--- src/rtl/xbs_pkg.sv ---
package xbs_pkg;

  localparam int BYTE_W = 8;
  localparam int SEL_W  = 3;
  localparam int REC_W  = 3 * BYTE_W + 2;

  // {high-address, low-address, data}, active low
  localparam logic [SEL_W-1:0] SEL_ADDR_HI = 3'b011;
  localparam logic [SEL_W-1:0] SEL_ADDR_LO = 3'b101;
  localparam logic [SEL_W-1:0] SEL_DATA    = 3'b110;
  localparam logic [SEL_W-1:0] SEL_NONE    = 3'b111;

  typedef enum logic [2:0] {
    ST_HI   = 3'd0,
    ST_LO   = 3'd1,
    ST_WR   = 3'd2,
    ST_RD   = 3'd3,
    ST_FALL = 3'd4,
    ST_HOLD = 3'd5
  } phase_e;

  typedef struct packed {
    logic [BYTE_W-1:0] addr_hi;
    logic [BYTE_W-1:0] addr_lo;
    logic              rw;
    logic              devsel_n;
    logic [BYTE_W-1:0] data;
  } bus_rec_t;

  function automatic int imax(input int a, input int b);
    return (a > b) ? a : b;
  endfunction

endpackage

--- src/rtl/xbs_sync.sv ---
module xbs_sync #(
  parameter int W      = 1,
  parameter int STAGES = 2
) (
  input  logic         clk,
  input  logic         rst_n,
  input  logic [W-1:0] din,
  output logic [W-1:0] dout
);

  generate
    if (STAGES <= 1) begin : g_single
      logic [W-1:0] q;
      always_ff @(posedge clk or negedge rst_n) begin
        if (!rst_n) q <= '0;
        else        q <= din;
      end
      assign dout = q;
    end else begin : g_chain
      logic [W-1:0] chain [STAGES];
      always_ff @(posedge clk or negedge rst_n) begin
        if (!rst_n) begin
          for (int i = 0; i < STAGES; i++) chain[i] <= '0;
        end else begin
          chain[0] <= din;
          for (int i = 1; i < STAGES; i++) chain[i] <= chain[i-1];
        end
      end
      assign dout = chain[STAGES-1];
    end
  endgenerate

endmodule

--- src/rtl/xbs_seq.sv ---
module xbs_seq
  import xbs_pkg::*;
#(
  parameter int LO_SETTLE = 3,
  parameter int WR_WAIT   = 16,
  parameter int RD_WAIT   = 2,
  parameter int FALL_HOLD = 8
) (
  input  logic              clk,
  input  logic              rst_n,
  input  logic              phi0_s,
  input  logic              rw_s,
  input  logic              devsel_n_s,
  input  logic [BYTE_W-1:0] data_s,
  input  logic              drv_busy,
  output logic [SEL_W-1:0]  sel_n,
  output logic              rd_trig,
  output logic              push,
  output logic [REC_W-1:0]  push_rec
);

  localparam int MAX_WAIT = imax(imax(LO_SETTLE, WR_WAIT), imax(RD_WAIT, FALL_HOLD));
  localparam int CNT_W    = $clog2(imax(MAX_WAIT, 1) + 1);
  localparam logic [CNT_W-1:0] C_LO   = CNT_W'(LO_SETTLE);
  localparam logic [CNT_W-1:0] C_WR   = CNT_W'(WR_WAIT);
  localparam logic [CNT_W-1:0] C_RD   = CNT_W'(RD_WAIT);
  localparam logic [CNT_W-1:0] C_HOLD = CNT_W'(FALL_HOLD);

  phase_e            state, nxt;
  logic [CNT_W-1:0]  cnt, lim;
  logic              at_lim;
  logic [BYTE_W-1:0] hi_q, lo_q;
  logic              is_rd;
  bus_rec_t          rec;

  // per-phase dwell limit
  always_comb begin
    unique case (state)
      ST_LO:   lim = C_LO;
      ST_WR:   lim = C_WR;
      ST_RD:   lim = C_RD;
      ST_HOLD: lim = C_HOLD;
      default: lim = '0;
    endcase
  end

  assign at_lim = (cnt == lim);

  always_comb begin
    nxt = state;
    unique case (state)
      ST_HI:   if (phi0_s) nxt = ST_LO;
      ST_LO:   if (at_lim) nxt = rw_s ? ST_RD : ST_WR;
      ST_WR,
      ST_RD:   if (at_lim) nxt = ST_FALL;
      ST_FALL: if (!phi0_s) nxt = ST_HOLD;
      ST_HOLD: if (at_lim && !(is_rd && drv_busy)) nxt = ST_HI;
      default: nxt = ST_HI;
    endcase
  end

  assign push = ((state == ST_WR) || (state == ST_RD)) && at_lim;

  always_comb begin
    rec.addr_hi  = hi_q;
    rec.addr_lo  = lo_q;
    rec.rw       = rw_s;
    rec.devsel_n = devsel_n_s;
    rec.data     = data_s;
  end
  assign push_rec = rec;

  // transceiver steering decoded from phase
  always_comb begin
    unique case (state)
      ST_HI:   sel_n = SEL_ADDR_HI;
      ST_LO:   sel_n = SEL_ADDR_LO;
      ST_WR:   sel_n = SEL_DATA;
      ST_RD:   sel_n = SEL_NONE;
      default: sel_n = is_rd ? SEL_NONE : SEL_DATA;
    endcase
  end

  always_ff @(posedge clk or negedge rst_n) begin
    if (!rst_n) begin
      state   <= ST_HI;
      cnt     <= '0;
      hi_q    <= '0;
      lo_q    <= '0;
      is_rd   <= 1'b0;
      rd_trig <= 1'b0;
    end else begin
      state <= nxt;
      if (nxt != state)  cnt <= '0;
      else if (!at_lim)  cnt <= cnt + CNT_W'(1);
      if (state == ST_HI && phi0_s) hi_q <= data_s;
      if (state == ST_LO && at_lim) lo_q <= data_s;
      if (push) is_rd <= (state == ST_RD);
      rd_trig <= push && (state == ST_RD);
    end
  end

  AST_ONE_XCVR: assert property (@(posedge clk) disable iff (!rst_n) $countones(~sel_n) <= 1);
  AST_HI_WAITS_PHI: assert property (@(posedge clk) disable iff (!rst_n) (state == ST_HI && !phi0_s) |=> (state == ST_HI));
  AST_TRIG_SINGLE: assert property (@(posedge clk) disable iff (!rst_n) rd_trig |=> !rd_trig);
  AST_TRIG_AFTER_READ: assert property (@(posedge clk) disable iff (!rst_n) rd_trig |-> (sel_n == SEL_NONE));
  AST_BUSY_PARKS: assert property (@(posedge clk) disable iff (!rst_n) (state == ST_HOLD && is_rd && drv_busy) |=> (sel_n == SEL_NONE));

endmodule

--- src/rtl/xbs_fifo.sv ---
module xbs_fifo #(
  parameter int DEPTH = 4,
  parameter int W     = 26
) (
  input  logic         clk,
  input  logic         rst_n,
  input  logic         in_valid,
  input  logic [W-1:0] in_data,
  output logic         out_valid,
  input  logic         out_ready,
  output logic [W-1:0] out_data,
  output logic         overflow
);

  localparam int AW = (DEPTH > 1) ? $clog2(DEPTH) : 1;
  localparam int CW = $clog2(DEPTH + 1);
  localparam logic [CW-1:0] C_FULL = CW'(DEPTH);
  localparam logic [AW-1:0] C_LAST = AW'(DEPTH - 1);

  logic [W-1:0]  mem [DEPTH];
  logic [AW-1:0] wp, rp;
  logic [CW-1:0] cnt;
  logic          full, wr, rd;

  function automatic logic [AW-1:0] bump(input logic [AW-1:0] p);
    return (p == C_LAST) ? '0 : p + AW'(1);
  endfunction

  assign full      = (cnt == C_FULL);
  assign out_valid = (cnt != '0);
  assign out_data  = mem[rp];
  assign wr        = in_valid && !full;
  assign rd        = out_valid && out_ready;

  always_ff @(posedge clk) begin
    if (wr) mem[wp] <= in_data;
  end

  always_ff @(posedge clk or negedge rst_n) begin
    if (!rst_n) begin
      wp       <= '0;
      rp       <= '0;
      cnt      <= '0;
      overflow <= 1'b0;
    end else begin
      if (wr) wp <= bump(wp);
      if (rd) rp <= bump(rp);
      unique case ({wr, rd})
        2'b10:   cnt <= cnt + CW'(1);
        2'b01:   cnt <= cnt - CW'(1);
        default: cnt <= cnt;
      endcase
      if (in_valid && full) overflow <= 1'b1;
    end
  end

  AST_HEAD_STABLE: assert property (@(posedge clk) disable iff (!rst_n) (out_valid && !out_ready) |=> (out_valid && $stable(out_data)));
  AST_CNT_BOUND: assert property (@(posedge clk) disable iff (!rst_n) cnt <= C_FULL);
  AST_OVF_STICKY: assert property (@(posedge clk) disable iff (!rst_n) overflow |=> overflow);

endmodule

--- src/rtl/xbus_cycle_sampler.sv ---
module xbus_cycle_sampler
  import xbs_pkg::*;
#(
  parameter int SYNC_STAGES = 2,
  parameter int LO_SETTLE   = 3,
  parameter int WR_WAIT     = 16,
  parameter int RD_WAIT     = 2,
  parameter int FALL_HOLD   = 8,
  parameter int FIFO_DEPTH  = 4
) (
  input  logic              clk,
  input  logic              rst_n,
  input  logic              phi0,
  input  logic              bus_rw,
  input  logic              bus_devsel_n,
  input  logic [BYTE_W-1:0] bus_d,
  input  logic              drv_busy,
  input  logic              rec_ready,
  output logic [SEL_W-1:0]  xcvr_sel_n,
  output logic              rd_trig,
  output logic              rec_valid,
  output logic [REC_W-1:0]  rec_data,
  output logic              rec_overflow
);

  localparam int IN_W = BYTE_W + 3;

  logic [IN_W-1:0]   raw_in, syn_in;
  logic              push;
  logic [REC_W-1:0]  push_rec;

  assign raw_in = {phi0, bus_rw, bus_devsel_n, bus_d};

  xbs_sync #(
    .W      (IN_W),
    .STAGES (SYNC_STAGES)
  ) u_sync (
    .clk   (clk),
    .rst_n (rst_n),
    .din   (raw_in),
    .dout  (syn_in)
  );

  xbs_seq #(
    .LO_SETTLE (LO_SETTLE),
    .WR_WAIT   (WR_WAIT),
    .RD_WAIT   (RD_WAIT),
    .FALL_HOLD (FALL_HOLD)
  ) u_seq (
    .clk        (clk),
    .rst_n      (rst_n),
    .phi0_s     (syn_in[IN_W-1]),
    .rw_s       (syn_in[IN_W-2]),
    .devsel_n_s (syn_in[IN_W-3]),
    .data_s     (syn_in[BYTE_W-1:0]),
    .drv_busy   (drv_busy),
    .sel_n      (xcvr_sel_n),
    .rd_trig    (rd_trig),
    .push       (push),
    .push_rec   (push_rec)
  );

  xbs_fifo #(
    .DEPTH (FIFO_DEPTH),
    .W     (REC_W)
  ) u_fifo (
    .clk       (clk),
    .rst_n     (rst_n),
    .in_valid  (push),
    .in_data   (push_rec),
    .out_valid (rec_valid),
    .out_ready (rec_ready),
    .out_data  (rec_data),
    .overflow  (rec_overflow)
  );

endmodule

--- config.mk ---
export PLATFORM = sky130hd
export DESIGN_NAME = xbus_cycle_sampler
export DESIGN_NICKNAME = d
export VERILOG_FILES = /design/src/rtl/xbs_pkg.sv /design/src/rtl/xbs_sync.sv /design/src/rtl/xbs_seq.sv /design/src/rtl/xbs_fifo.sv /design/src/rtl/xbus_cycle_sampler.sv
export SDC_FILE = /design/constraint.sdc
export NUM_CORES = 1
export LEC_CHECK = 0
export BUFFER_PORTS_ARGS = -buffer_cell sky130_fd_sc_hd__buf_2
export CAP_MARGIN = 15
export CORE_UTILIZATION = 40
export CTS_CLUSTER_DIAMETER = 200
export DETAILED_ROUTE_END_ITERATION = 7
export PLACE_DENSITY = 0.61
export SETUP_SLACK_MARGIN = 0.2
export SLEW_MARGIN = 40
export SYNTH_ARGS = -nofsm -noshare
export SYNTH_HDL_FRONTEND = slang
export SYNTH_SLANG_ARGS = --single-unit
--- constraint.sdc ---
create_clock -name clk -period 8.3 [get_ports clk]
set_clock_uncertainty 0.1 [all_clocks]
set_input_delay 2.075 -clock clk [delete_from_list [all_inputs] [get_ports clk]]
set_output_delay 2.075 -clock clk [all_outputs]
set_load 0.005 [all_outputs]
==> metrics.md <==
| Metric | Value |
|---|---|
| Status | `finished with violations` |
| Failing checks | `DRC` |
| Layout overhead on the synthesized area | `16.4%` |
| Worst-margin pin slew | `0.774 ns` |
| Largest net degree at the start of global routing | `57` |
| Hold_ws | `0.249 ns` |
| Setup crit end | `rec_data[22]` |
| CTS Hold Buffers Added | `0` |
| Ys async rst share | `35.0%` |
| DR iter-0 viols | `238` |
| Syn Area/Cell | `19.2 sq um` |
| DIE AREA | `0.0158 sq mm` |
| Post-CTS setup buffers | `0` |
| Clk_lat worst skew | `0.42 ns` |
| FF-to-FF path depth | `5` |
| First-pass GRT wire length | `16700 um` |
| Nets | `396` |
| Worst Path Required | `6.12 ns` |
| Ports | `47` |
| Synthesized area | `0.00612 sq mm` |
| Pleak | `0.00265 uW` |
| Sequential area share after synthesis | `73.9%` |
| Area leader, netlist | `edfxtp_1` |
| CP Capture Type | `output port` |
| Htree depth | `4` |
| DR vias | `2922` |
| Count of unique library cells instantiated by Yosys | `48` |
| Core Util, Final | `48.3%` |
| Routed WL per cell | `18.1 um` |
| Ys flop type | `edfxtp_1` |
| Synth Area in Simple Gates | `4.64%` |
| Most frequent cells in the layout | `edfxtp_1, dfrtp_1, buf_2, mux4_2` |
| Worst vdd ir | `0.000136 V` |
| Inserted Clock Buffers | `17` |
| Row count | `44` |
| Final setup viols | `0` |
| Gp weighted congestion | `0.746` |
| CTS clock-pin slew for the worst setup and hold paths | `0.07 ns` |
| Crit path from | `u_fifo.rp[0]` |
| Startpoint Class | `register` |
| GRT Total Usage | `14.5%` |
| Min-delay worst type | `register to register` |
| Post-synthesis mux area share | `13.7%` |
| Grt total ovfl | `0` |
| Post-synth net total | `342` |
| DRT Pass-1 Iters | `6` |
| Max Freq | `0.240 GHz` |
| Root Buffer | `clkbuf_16` |
| Slew Limit Fails | `0` |
| Post-detail-place hpwl | `6150 um` |
| Ant diodes | `0` |
| Count of flip-flops with a built-in enable after synthesis | `104` |
| Placed Cells | `538` |
| Vias in the first global route | `3046` |
| Seq. cell area | `0.00453 sq mm` |
| Yosys warns | `0` |
| Largest family of logic cells by synthesized area | `multiplexers` |
| Minimum clock period | `4.16 ns` |
| DRC | `4` |
| Synth area leaders | `edfxtp_1, dfrtp_1, mux4_2, mux2_2, ha_1` |
| Synth top area share | `51.0%` |
| Initial antenna violation count | `0` |
| CP arrival | `1.99 ns` |
| Vias per inst | `5.13` |
| XOR/XNOR Fraction of Synth Area | `1.00%` |
| Finished Layout Cells | `570` |
| Area of the multi-input gates | `0.00148 sq mm` |
| Post-Synthesis Cells | `319` |
| Cell Pwr Density | `364 mW/mm^2` |
| RSZ-0062 raised after global routing | `false` |
| Fill cells | `1232` |
| Routed Antenna Nets | `0` |
| Die Y | `126 um` |
| Worst R2R End | `u_fifo.mem[2][25]` |
| Reg2reg start | `u_seq.state[1]` |
| Reg2reg setup slack | `5.09 ns` |
| Tot Pwr | `2590 uW` |
| Total negative setup slack | `0 ns` |
| Proportion of layout cells with a drive suffix above 1 | `35.0%` |
| Post-synthesis register bit count | `160` |
| Die W | `126 um` |
| Port bufs | `46` |
| Final worst-path cycle share | `50.2%` |
| Clk sink count | `160` |
| Initial Util | `41.5%` |
| Post-CTS Resized | `0` |
| Synth Area in Compound Gates | `2.99%` |
| TritonCTS clock tree | `yes` |
| Routed WL | `10300 um` |
| CTS max path bufs | `2` |
| Final Hold Viols | `0` |
| Crit path max fanout | `29` |
| Core Region | `0.0148 sq mm` |
| Slew HR | `48.4%` |
| Post-synthesis adder-cell area fraction | `1.76%` |
| MaxCap Viol Count | `0` |
| Setup CP Type | `register to output port` |
| Most common cell after layout, fill and taps aside | `edfxtp_1` |
[where the power goes]
part           switching [uW]  internal [uW]  leakage, uW
Sequential                159           1040      0.00161
Combinational             292            342     0.000762
Clock                     316            448     0.000276
[logic make-up after synthesis]
| kind of cell | Yosys count |
|---|---|
| simple gates | 48 |
| mux | 48 |
| compound gates | 23 |
| flops | 160 |
| xor+xnor | 7 |
| fa+ha+maj | 8 |
| buf+inv | 25 |
[routing by layer]
layer	track usage, %	up-vias	share of wire, %
li1	-	1350	-
met4	7.82	0	2.2
met1	18.8	1493	45
met3	3.14	19	3.5
met2	23.0	60	50
met5	0	-	0
[per-stage QoR]
| step | cell area, sq um | setup slack, ns |
|---|---|---|
| 2_1_floorplan | 6120 | 4.67 |
| 3_3_place_gp | 6520 | 4.28 |
| 3_5_place_dp | 6530 | 4.52 |
| 4_1_cts | 7120 | 4.06 |
| 5_1_grt | 7120 | 4.01 |
| 6_report | 7120 | 4.14 |
[worst min-delay path by stage]
stage	start	end	cells past startpoint
after floorplan	u_sync.g_chain.chain[11]	u_sync.dout[0]	0
after global placement	u_sync.g_chain.chain[14]	u_sync.dout[3]	0
after detailed placement	u_sync.g_chain.chain[12]	u_sync.dout[1]	0
after CTS	u_sync.g_chain.chain[12]	u_sync.dout[1]	0
after global routing	u_sync.g_chain.chain[12]	u_sync.dout[1]	0
final	u_sync.g_chain.chain[19]	u_sync.dout[8]	0
[cells in the mapped netlist, types with 2 or more instances]
cell      count
o21bai_1      2
mux2i_1       3
nand2_1       7
nor4_1        5
xnor2_1       4
nor2_1       10
nor4bb_1      2
buf_6         3
mux2_2       17
o21ai_0       5
a21oi_1       4
xor2_1        3
edfxtp_1    104
mux2_4        2
nand3_1       5
buf_2         4
inv_1        12
dfrtp_1      56
ha_1          7
mux4_2       26
and4b_1       2
clkbuf_1      5
and3_1        2
nor2b_1       2
and2_1        4
[worst max-delay path, cell delays in order (launching register included)]
cell,delay (ns)
dfrtp_4,0.80
mux4_2,0.62
buf_2,0.15
[layout make-up]
cell class	instances	share of cell area, %
Multi-Input combinational cell	134	20.8
Clock buffer	18	6.03
Timing Repair Buffer	48	3.50
Clock inverter	14	2.20
Inverter	12	0.632
Tap cell	184	3.23
Sequential cell	160	63.6
[flip-flops by register name, indices dropped and copies added, names as in the netlist]
| signal | cells |
|---|---|
| u_seq.rd_trig | 1 |
| u_sync.g_chain.chain | 11 |
| u_seq.lo_q | 8 |
| u_sync.dout | 11 |
| u_fifo.rp | 2 |
| u_seq.is_rd | 1 |
| u_seq.cnt | 5 |
| u_seq.hi_q | 8 |
| u_fifo.cnt | 3 |
| u_fifo.overflow | 1 |
| u_seq.state | 3 |
| u_fifo.wp | 2 |
| u_fifo.mem | 104 |
No activity file was read; power rests on OpenSTA's default activity.
